===== src/rtl/tmr_pkg.sv =====
package tmr_pkg;
    localparam int BUS_W = 32;
    localparam int N_CMP = 4;  // fixed by the 3-bit source encoding

    localparam logic [7:0] OFS_CTRL_A   = 8'h00;
    localparam logic [7:0] OFS_CTRL_B   = 8'h04;
    localparam logic [7:0] OFS_EVENT    = 8'h14;
    localparam logic [7:0] OFS_DIVIDER  = 8'h28;
    localparam logic [7:0] OFS_RELOAD   = 8'h2C;
    localparam logic [7:0] OFS_CMP_BASE = 8'h34;

    localparam int BIT_RUN     = 0;
    localparam int BIT_BUF     = 7;
    localparam int SEL_LO      = 4;
    localparam int SEL_HI      = 6;
    localparam int BIT_SW_UPD  = 0;

    typedef enum logic [0:0] {
        ST_HALT  = 1'b0,
        ST_COUNT = 1'b1
    } run_st_e;

    typedef enum logic [2:0] {
        TM_SWUPD  = 3'd0,
        TM_ENABLE = 3'd1,
        TM_UPDATE = 3'd2,
        TM_CMP    = 3'd3,
        TM_LVL1   = 3'd4,
        TM_LVL2   = 3'd5,
        TM_LVL3   = 3'd6,
        TM_LVL4   = 3'd7
    } trig_mode_e;
endpackage


===== src/rtl/tmr_regs.sv =====
module tmr_regs
    import tmr_pkg::*;
#(
    parameter int CNT_W  = 16,
    parameter int PSC_W  = 16,
    parameter int ADDR_W = 8
) (
    input  logic                          clk,
    input  logic                          rst_n,
    input  logic                          cpu_sel,
    input  logic                          cpu_wr,
    input  logic [ADDR_W-1:0]             cpu_addr,
    input  logic [BUS_W-1:0]              cpu_wdata,
    output logic [BUS_W-1:0]              cpu_rdata,
    output logic                          run_en,
    output logic                          buf_en,
    output trig_mode_e                    trig_mode,
    output logic [PSC_W-1:0]              div_pre,
    output logic [CNT_W-1:0]              reload_pre,
    output logic [N_CMP-1:0][CNT_W-1:0]   cmp_val,
    output logic                          ug_req
);
    localparam logic [ADDR_W-1:0] A_CTRL_A = ADDR_W'(OFS_CTRL_A);
    localparam logic [ADDR_W-1:0] A_CTRL_B = ADDR_W'(OFS_CTRL_B);
    localparam logic [ADDR_W-1:0] A_EVENT  = ADDR_W'(OFS_EVENT);
    localparam logic [ADDR_W-1:0] A_DIV    = ADDR_W'(OFS_DIVIDER);
    localparam logic [ADDR_W-1:0] A_RELOAD = ADDR_W'(OFS_RELOAD);

    logic wr_hit;
    logic [BUS_W-1:0] rd_mux;
    logic unused_wdata;

    assign wr_hit       = cpu_sel && cpu_wr;
    assign ug_req       = wr_hit && (cpu_addr == A_EVENT) && cpu_wdata[BIT_SW_UPD];
    assign unused_wdata = ^cpu_wdata;

    always_ff @(posedge clk or negedge rst_n) begin
        if (!rst_n) begin
            run_en     <= 1'b0;
            buf_en     <= 1'b0;
            trig_mode  <= TM_SWUPD;
            div_pre    <= '0;
            reload_pre <= '0;
        end else if (wr_hit) begin
            if (cpu_addr == A_CTRL_A) begin
                run_en <= cpu_wdata[BIT_RUN];
                buf_en <= cpu_wdata[BIT_BUF];
            end
            if (cpu_addr == A_CTRL_B) begin
                trig_mode <= trig_mode_e'(cpu_wdata[SEL_HI:SEL_LO]);
            end
            if (cpu_addr == A_DIV) begin
                div_pre <= cpu_wdata[PSC_W-1:0];
            end
            if (cpu_addr == A_RELOAD) begin
                reload_pre <= cpu_wdata[CNT_W-1:0];
            end
        end
    end

    for (genvar i = 0; i < N_CMP; i++) begin : g_cmp
        localparam logic [ADDR_W-1:0] A_CMP = ADDR_W'(OFS_CMP_BASE + 8'(4 * i));
        always_ff @(posedge clk or negedge rst_n) begin
            if (!rst_n) begin
                cmp_val[i] <= '0;
            end else if (wr_hit && (cpu_addr == A_CMP)) begin
                cmp_val[i] <= cpu_wdata[CNT_W-1:0];
            end
        end
    end

    always_comb begin
        rd_mux = '0;
        if (cpu_addr == A_CTRL_A) begin
            rd_mux[BIT_RUN] = run_en;
            rd_mux[BIT_BUF] = buf_en;
        end
        if (cpu_addr == A_CTRL_B) begin
            rd_mux[SEL_HI:SEL_LO] = trig_mode;
        end
        if (cpu_addr == A_DIV) begin
            rd_mux = BUS_W'(div_pre);
        end
        if (cpu_addr == A_RELOAD) begin
            rd_mux = BUS_W'(reload_pre);
        end
        for (int i = 0; i < N_CMP; i++) begin
            if (cpu_addr == ADDR_W'(OFS_CMP_BASE + 8'(4 * i))) begin
                rd_mux = BUS_W'(cmp_val[i]);
            end
        end
    end

    assign cpu_rdata = (cpu_sel && !cpu_wr) ? rd_mux : '0;
endmodule


===== src/rtl/tmr_core.sv =====
module tmr_core
    import tmr_pkg::*;
#(
    parameter int CNT_W = 16,
    parameter int PSC_W = 16
) (
    input  logic             clk,
    input  logic             rst_n,
    input  logic             run_en,
    input  logic             buf_en,
    input  logic             ug_req,
    input  logic [PSC_W-1:0] div_pre,
    input  logic [CNT_W-1:0] reload_pre,
    output logic             counting,
    output logic [CNT_W-1:0] cnt,
    output logic [PSC_W-1:0] pcnt,
    output logic [PSC_W-1:0] div_act,
    output logic             upd_evt,
    output logic             step
);
    run_st_e st_q, st_d;
    logic [CNT_W-1:0] reload_sh;
    logic [CNT_W-1:0] reload_eff;
    logic             tick;
    logic             wrap;
    logic             load_sh;

    // state register
    always_ff @(posedge clk or negedge rst_n) begin
        if (!rst_n) st_q <= ST_HALT;
        else        st_q <= st_d;
    end

    // next state
    always_comb begin
        st_d = st_q;
        unique case (st_q)
            ST_HALT:  if (run_en)  st_d = ST_COUNT;
            ST_COUNT: if (!run_en) st_d = ST_HALT;
        endcase
    end

    // outputs of the run state
    always_comb begin
        counting   = (st_q == ST_COUNT);
        reload_eff = buf_en ? reload_sh : reload_pre;
        tick       = counting && (pcnt == div_act);
        wrap       = tick && (cnt == reload_eff);
        load_sh    = ug_req || wrap;
    end

    always_ff @(posedge clk or negedge rst_n) begin
        if (!rst_n) begin
            pcnt <= '0;
            cnt  <= '0;
        end else if (ug_req) begin
            pcnt <= '0;
            cnt  <= '0;
        end else if (counting) begin
            if (tick) begin
                pcnt <= '0;
                cnt  <= wrap ? '0 : cnt + CNT_W'(1);
            end else begin
                pcnt <= pcnt + PSC_W'(1);
            end
        end
    end

    always_ff @(posedge clk or negedge rst_n) begin
        if (!rst_n) begin
            div_act   <= '0;
            reload_sh <= '0;
        end else if (load_sh) begin
            div_act   <= div_pre;
            reload_sh <= reload_pre;
        end
    end

    always_ff @(posedge clk or negedge rst_n) begin
        if (!rst_n) begin
            upd_evt <= 1'b0;
            step    <= 1'b0;
        end else begin
            upd_evt <= load_sh;
            step    <= tick && !ug_req;
        end
    end
endmodule


===== src/rtl/tmr_trig.sv =====
module tmr_trig
    import tmr_pkg::*;
#(
    parameter int CNT_W = 16
) (
    input  logic                        clk,
    input  logic                        rst_n,
    input  trig_mode_e                  trig_mode,
    input  logic                        counting,
    input  logic                        ug_req,
    input  logic                        upd_evt,
    input  logic                        step,
    input  logic [CNT_W-1:0]            cnt,
    input  logic [N_CMP-1:0][CNT_W-1:0] cmp_val,
    output logic                        trig_out
);
    logic             ug_q;
    logic [N_CMP-1:0] lvl;
    logic             cmp_pulse;

    always_ff @(posedge clk or negedge rst_n) begin
        if (!rst_n) ug_q <= 1'b0;
        else        ug_q <= ug_req;
    end

    for (genvar i = 0; i < N_CMP; i++) begin : g_lvl
        assign lvl[i] = (cnt < cmp_val[i]);
    end

    assign cmp_pulse = step && (cnt == cmp_val[0]);

    always_comb begin
        trig_out = 1'b0;
        unique case (trig_mode)
            TM_SWUPD:  trig_out = ug_q;
            TM_ENABLE: trig_out = counting;
            TM_UPDATE: trig_out = upd_evt;
            TM_CMP:    trig_out = cmp_pulse;
            TM_LVL1:   trig_out = lvl[0];
            TM_LVL2:   trig_out = lvl[1];
            TM_LVL3:   trig_out = lvl[2];
            TM_LVL4:   trig_out = lvl[3];
        endcase
    end
endmodule


===== src/rtl/tmr_trigger_timer.sv =====
module tmr_trigger_timer
    import tmr_pkg::*;
#(
    parameter int CNT_W  = 16,
    parameter int PSC_W  = 16,
    parameter int ADDR_W = 8
) (
    input  logic              clk,
    input  logic              rst_n,
    input  logic              cpu_sel,
    input  logic              cpu_wr,
    input  logic [ADDR_W-1:0] cpu_addr,
    input  logic [31:0]       cpu_wdata,
    output logic [31:0]       cpu_rdata,
    output logic              trig_out
);
    logic                        run_en;
    logic                        buf_en;
    trig_mode_e                  trig_mode;
    logic [PSC_W-1:0]            div_pre;
    logic [CNT_W-1:0]            reload_pre;
    logic [N_CMP-1:0][CNT_W-1:0] cmp_val;
    logic                        ug_req;
    logic                        counting;
    logic [CNT_W-1:0]            cnt;
    logic [PSC_W-1:0]            pcnt;
    logic [PSC_W-1:0]            div_act;
    logic                        upd_evt;
    logic                        step;

    tmr_regs #(.CNT_W(CNT_W), .PSC_W(PSC_W), .ADDR_W(ADDR_W)) u_regs (
        .clk(clk), .rst_n(rst_n),
        .cpu_sel(cpu_sel), .cpu_wr(cpu_wr), .cpu_addr(cpu_addr),
        .cpu_wdata(cpu_wdata), .cpu_rdata(cpu_rdata),
        .run_en(run_en), .buf_en(buf_en), .trig_mode(trig_mode),
        .div_pre(div_pre), .reload_pre(reload_pre), .cmp_val(cmp_val),
        .ug_req(ug_req)
    );

    tmr_core #(.CNT_W(CNT_W), .PSC_W(PSC_W)) u_core (
        .clk(clk), .rst_n(rst_n),
        .run_en(run_en), .buf_en(buf_en), .ug_req(ug_req),
        .div_pre(div_pre), .reload_pre(reload_pre),
        .counting(counting), .cnt(cnt), .pcnt(pcnt), .div_act(div_act),
        .upd_evt(upd_evt), .step(step)
    );

    tmr_trig #(.CNT_W(CNT_W)) u_trig (
        .clk(clk), .rst_n(rst_n),
        .trig_mode(trig_mode), .counting(counting), .ug_req(ug_req),
        .upd_evt(upd_evt), .step(step), .cnt(cnt), .cmp_val(cmp_val),
        .trig_out(trig_out)
    );
endmodule


===== config.mk =====
export PLATFORM = sky130hd
export DESIGN_NAME = tmr_trigger_timer
export DESIGN_NICKNAME = d
export VERILOG_FILES = /design/src/rtl/tmr_pkg.sv /design/src/rtl/tmr_regs.sv /design/src/rtl/tmr_core.sv /design/src/rtl/tmr_trig.sv /design/src/rtl/tmr_trigger_timer.sv
export SDC_FILE = /design/constraint.sdc
export NUM_CORES = 1
export LEC_CHECK = 0
export BUFFER_PORTS_ARGS = -buffer_cell sky130_fd_sc_hd__buf_2
export CAP_MARGIN = 0
export CELL_PAD_IN_SITES_DETAIL_PLACEMENT = 2
export CELL_PAD_IN_SITES_GLOBAL_PLACEMENT = 2
export CORE_MARGIN = 2
export CORE_UTILIZATION = 39
export CTS_CLUSTER_DIAMETER = 30
export DETAILED_ROUTE_END_ITERATION = 12
export PLACE_DENSITY = 0.85
export SLEW_MARGIN = 5
export SYNTH_ARGS = -nofsm -noshare
export SYNTH_HDL_FRONTEND = slang
export SYNTH_SLANG_ARGS = --single-unit
export TNS_END_PERCENT = 5

===== constraint.sdc =====
create_clock -name clk -period 2.6 [get_ports clk]
set_clock_uncertainty 0.05 [all_clocks]
set_input_delay 0.39 -clock clk [delete_from_list [all_inputs] [get_ports clk]]
set_output_delay 0.39 -clock clk [all_outputs]
set_load 0.02 [all_outputs]

==> impl_metrics.tcl <==
set metrics [dict create \
    outcome "complete, but fails checks" \
    violations "negative setup slack" \
    overflow 0 \
    cts_sinks 169 \
    multi_input_area_um2 5710 \
    grt.total_usage_pct 38.6 \
    worst_skew_pair.late_latency_ns 0.47 \
    synth-compound-area-share_pct 11.3 \
    totalPowerFinal_uw 6520 \
    reg2reg_from "u_regs.buf_en$_DFFE_PN0P_" \
    r2r_slack_ns -0.51 \
    ys_seq_area_share_pct 42.5 \
    max_freq_mhz 312 \
    dieArea_um2 26800 \
    seq_area_um2 4240 \
    dp.cells 1419 \
    num-fill-cells 2569 \
    drc 0 \
    synthSimpleGateAreaFrac_pct 15.1 \
    mostFrequentLayoutCells "157 x dfrtp_1, 103 x buf_4, 98 x nand2_1, 70 x mux2_2, 66 x inv_1" \
    synth_edf_count 0 \
    synth.avg_cell_area_um2 9.83 \
    start_util_pct 39.7 \
    yosysUniqueCellTypes 61 \
    numCtsBuffers 17 \
    drt_iter0_drc 993 \
    synth_xor_area_share_pct 3.78 \
    cts_max_path_buffers 2 \
    drtAntennaViolNets 0 \
    grt_pass1_vias 10800 \
    finalCritPeriodShare_pct 123 \
    io_pins 77 \
    wl_per_cell_um 36.3 \
    powerDensity_nw_per_um2 520 \
    hold_depth 3 \
    area_delta_synth_final_pct 26.0 \
    maxCapViolCount 0 \
    fin_ws_ns -0.600 \
    wl_um 53500 \
    vias_per_cell 6.68 \
    dr.pass1.iters 5 \
    clk_pin_slew_ns 0.08 \
    hp-start "cpu_wdata[14]" \
    synth_cells 1013 \
    cp.required_ns 2.16 \
    slew_violations 0 \
    muxShareOfSynthArea_pct 12.9 \
    crit-reg2reg-capture "u_core.reload_sh[2]$_DFFE_PN0P_" \
    grt_pass1_wl_um 74200 \
    endpoint "trig_out" \
    routabilityCongestion 0.861 \
    fin_nets 1239 \
    antenna_found_initial 1 \
    tightest_slew_ns 0.773 \
    core_area_um2 25100 \
    finalHoldViolCount 0 \
    reg2regPathDepth 10 \
    synthAdderAreaFrac_pct 7.92 \
    end_kind "output port" \
    drive_gt1_share_pct 31.7 \
    final_common_cell "dfrtp_1" \
    yosysWarningCount 0 \
    hold_ws_ns 0.174 \
    async_flop_share_pct 100 \
    instances_no_fill 1476 \
    dpl.hpwl_um 28500 \
    die_w_um 164 \
    synth_ff_type "dfrtp_1" \
    crit_start "u_regs.trig_mode[0]$_DFFE_PN0P_" \
    ir_drop_mv 0.474 \
    rsz0062_at_grt "true" \
    clock_tree.root_cell "clkbuf_16" \
    die_h_um 164 \
    start_kind "flip-flop" \
    syn_area_um2 9960 \
    critPathArrivalTime_ns 2.76 \
    cts_htree_levels 4 \
    crit_fanout 10 \
    cts_tree "done" \
    io_buffers 44 \
    hold_class "in2reg" \
    rows 58 \
    leakagePower_uw 0.00598 \
    vias 9860 \
    finalSetupViolations 61 \
    grt_max_degree 48 \
    ys_seq_elements 169 \
    path_class "reg2out" \
    layout_min_cycle_time_ns 3.20 \
    synth_top_family_by_area "simple AND/OR/NAND/NOR gates" \
    max-slew-margin-rel_pct 48.5 \
]
synth_stat cells (3+ instances only):
master | n | area (um2)
inv_1 | 68 | 255
nor4_1 | 10 | 62.6
nor2_1 | 41 | 154
a2111oi_0 | 3 | 26.3
buf_1 | 4 | 15.0
buf_6 | 5 | 56.3
mux2i_1 | 25 | 250
buf_4 | 16 | 120
o21a_1 | 4 | 30.0
a211oi_1 | 5 | 37.5
a22oi_1 | 8 | 60.1
nand2b_1 | 11 | 68.8
xnor2_1 | 40 | 350
nand3_1 | 57 | 285
nand4b_1 | 3 | 26.3
nand4_1 | 32 | 200
buf_2 | 10 | 50.1
and3_1 | 5 | 31.3
mux2_2 | 88 | 991
clkbuf_1 | 38 | 143
mux2_1 | 4 | 45.0
a21o_1 | 13 | 97.6
nor3_1 | 17 | 85.1
xor2_1 | 3 | 26.3
ha_1 | 63 | 788
o21ai_0 | 65 | 325
a22o_1 | 3 | 26.3
nand2_1 | 98 | 368
a21oi_1 | 32 | 160
dfrtp_1 | 169 | 4230
a31oi_1 | 5 | 31.3
o211ai_1 | 6 | 45.0
a221oi_1 | 13 | 114
and4_1 | 7 | 61.3
nor2b_1 | 4 | 25.0
o2111ai_1 | 4 | 35.0
what timing repair did:
action / in CTS / in global routing
gates cloned: 1 / 0
buffers inserted: 16 / 6
pin swaps: 21 / 15
endpoints found under the hold margin: 43 / 0
gates resized for setup: 68 / 65
endpoints found under the setup margin: 59 / 79
hold buffers: 1 / 0
report_power, final:
group | leakage (uW) | total [uW] | switching [uW] | internal (uW)
clock network | 0.000312 | 3020 | 1390 | 1640
logic | 0.00358 | 675 | 439 | 236
registers | 0.00208 | 2820 | 112 | 2710
total | 0.00598 | 6520 | 1940 | 4580
layer usage:
metal / up-vias / track usage [%] / share of wire, %
met2: 675 / 64.5 / 47
met3: 306 / 7.47 / 7.2
met1: 5065 / 44.4 / 36
li1: 3814 / - / -
met5: - / 0 / 0
met4: 0 / 27.7 / 9.2
metrics by stage:
stage	cell area [um2]	TNS [ns]	util (%)	setup slack, ns
4_1_cts	12200	-1.42	48.5	-0.413
2_1_floorplan	10000	-0.719	-	-0.128
3_5_place_dp	11100	-3.21	44.1	-0.174
3_3_place_gp	11100	-0.601	44.1	-0.157
6_report	12500	-18.96	50.0	-0.600
5_1_grt	12500	-14.96	50.0	-0.610
area by class of cell:
type                    instances  area share [%]
clock inverters                15            1.70
clock buffers                  17            3.39
repair buffers                158            10.2
diodes                          1          0.0199
multi-input cells             718            45.5
inverters                      68            2.03
well taps                     330            3.29
flip-flops and latches        169            33.8
cell families (layout without fill, tap and decap cells):
group                    count (synthesis)  count (layout)
adder cells (fa/ha/maj)                 63              63
flip-flops                             169             169
buffers and inverters                  141             258
XOR/XNOR                                43              43
AND/OR/NAND/NOR                        302             302
other                                    1              17
multiplexers                           117             117
AO/OA/AOI/OAI                          177             177
sequential cells by signal, indices dropped and copies added (netlist names):
name               cells
u_regs.cmp_val        64
u_core.cnt            16
u_core.div_act        16
u_core.pcnt           16
u_core.reload_sh      16
u_regs.div_pre        16
u_regs.reload_pre     16
u_regs.trig_mode       3
u_core.counting        1
u_core.step            1
u_core.upd_evt         1
u_regs.buf_en          1
u_regs.run_en          1
u_trig.ug_q            1
worst max-delay path, stage by stage (launching register included):
cell	delay, ns
dfrtp_1	0.85
nand4b_1	0.30
a31oi_1	0.22
o21ai_0	0.15
o32ai_2	0.31
a41oi_2	0.07
o221ai_2	0.21
buf_4	0.17
worst min path at each step:
stage | slack (ns) | end
after global routing | 0.22 | u_regs.cmp_val[30]$_DFFE_PN0P_
after global placement | 0.32 | u_regs.cmp_val[9]$_DFFE_PN0P_
final | 0.17 | u_regs.cmp_val[30]$_DFFE_PN0P_
after CTS | 0.18 | u_regs.cmp_val[30]$_DFFE_PN0P_
after detailed placement | 0.33 | u_regs.cmp_val[9]$_DFFE_PN0P_
after floorplan | 0.04 | u_core.cnt[0]$_DFFE_PN0P_
Power figures use the tool's default switching activity.
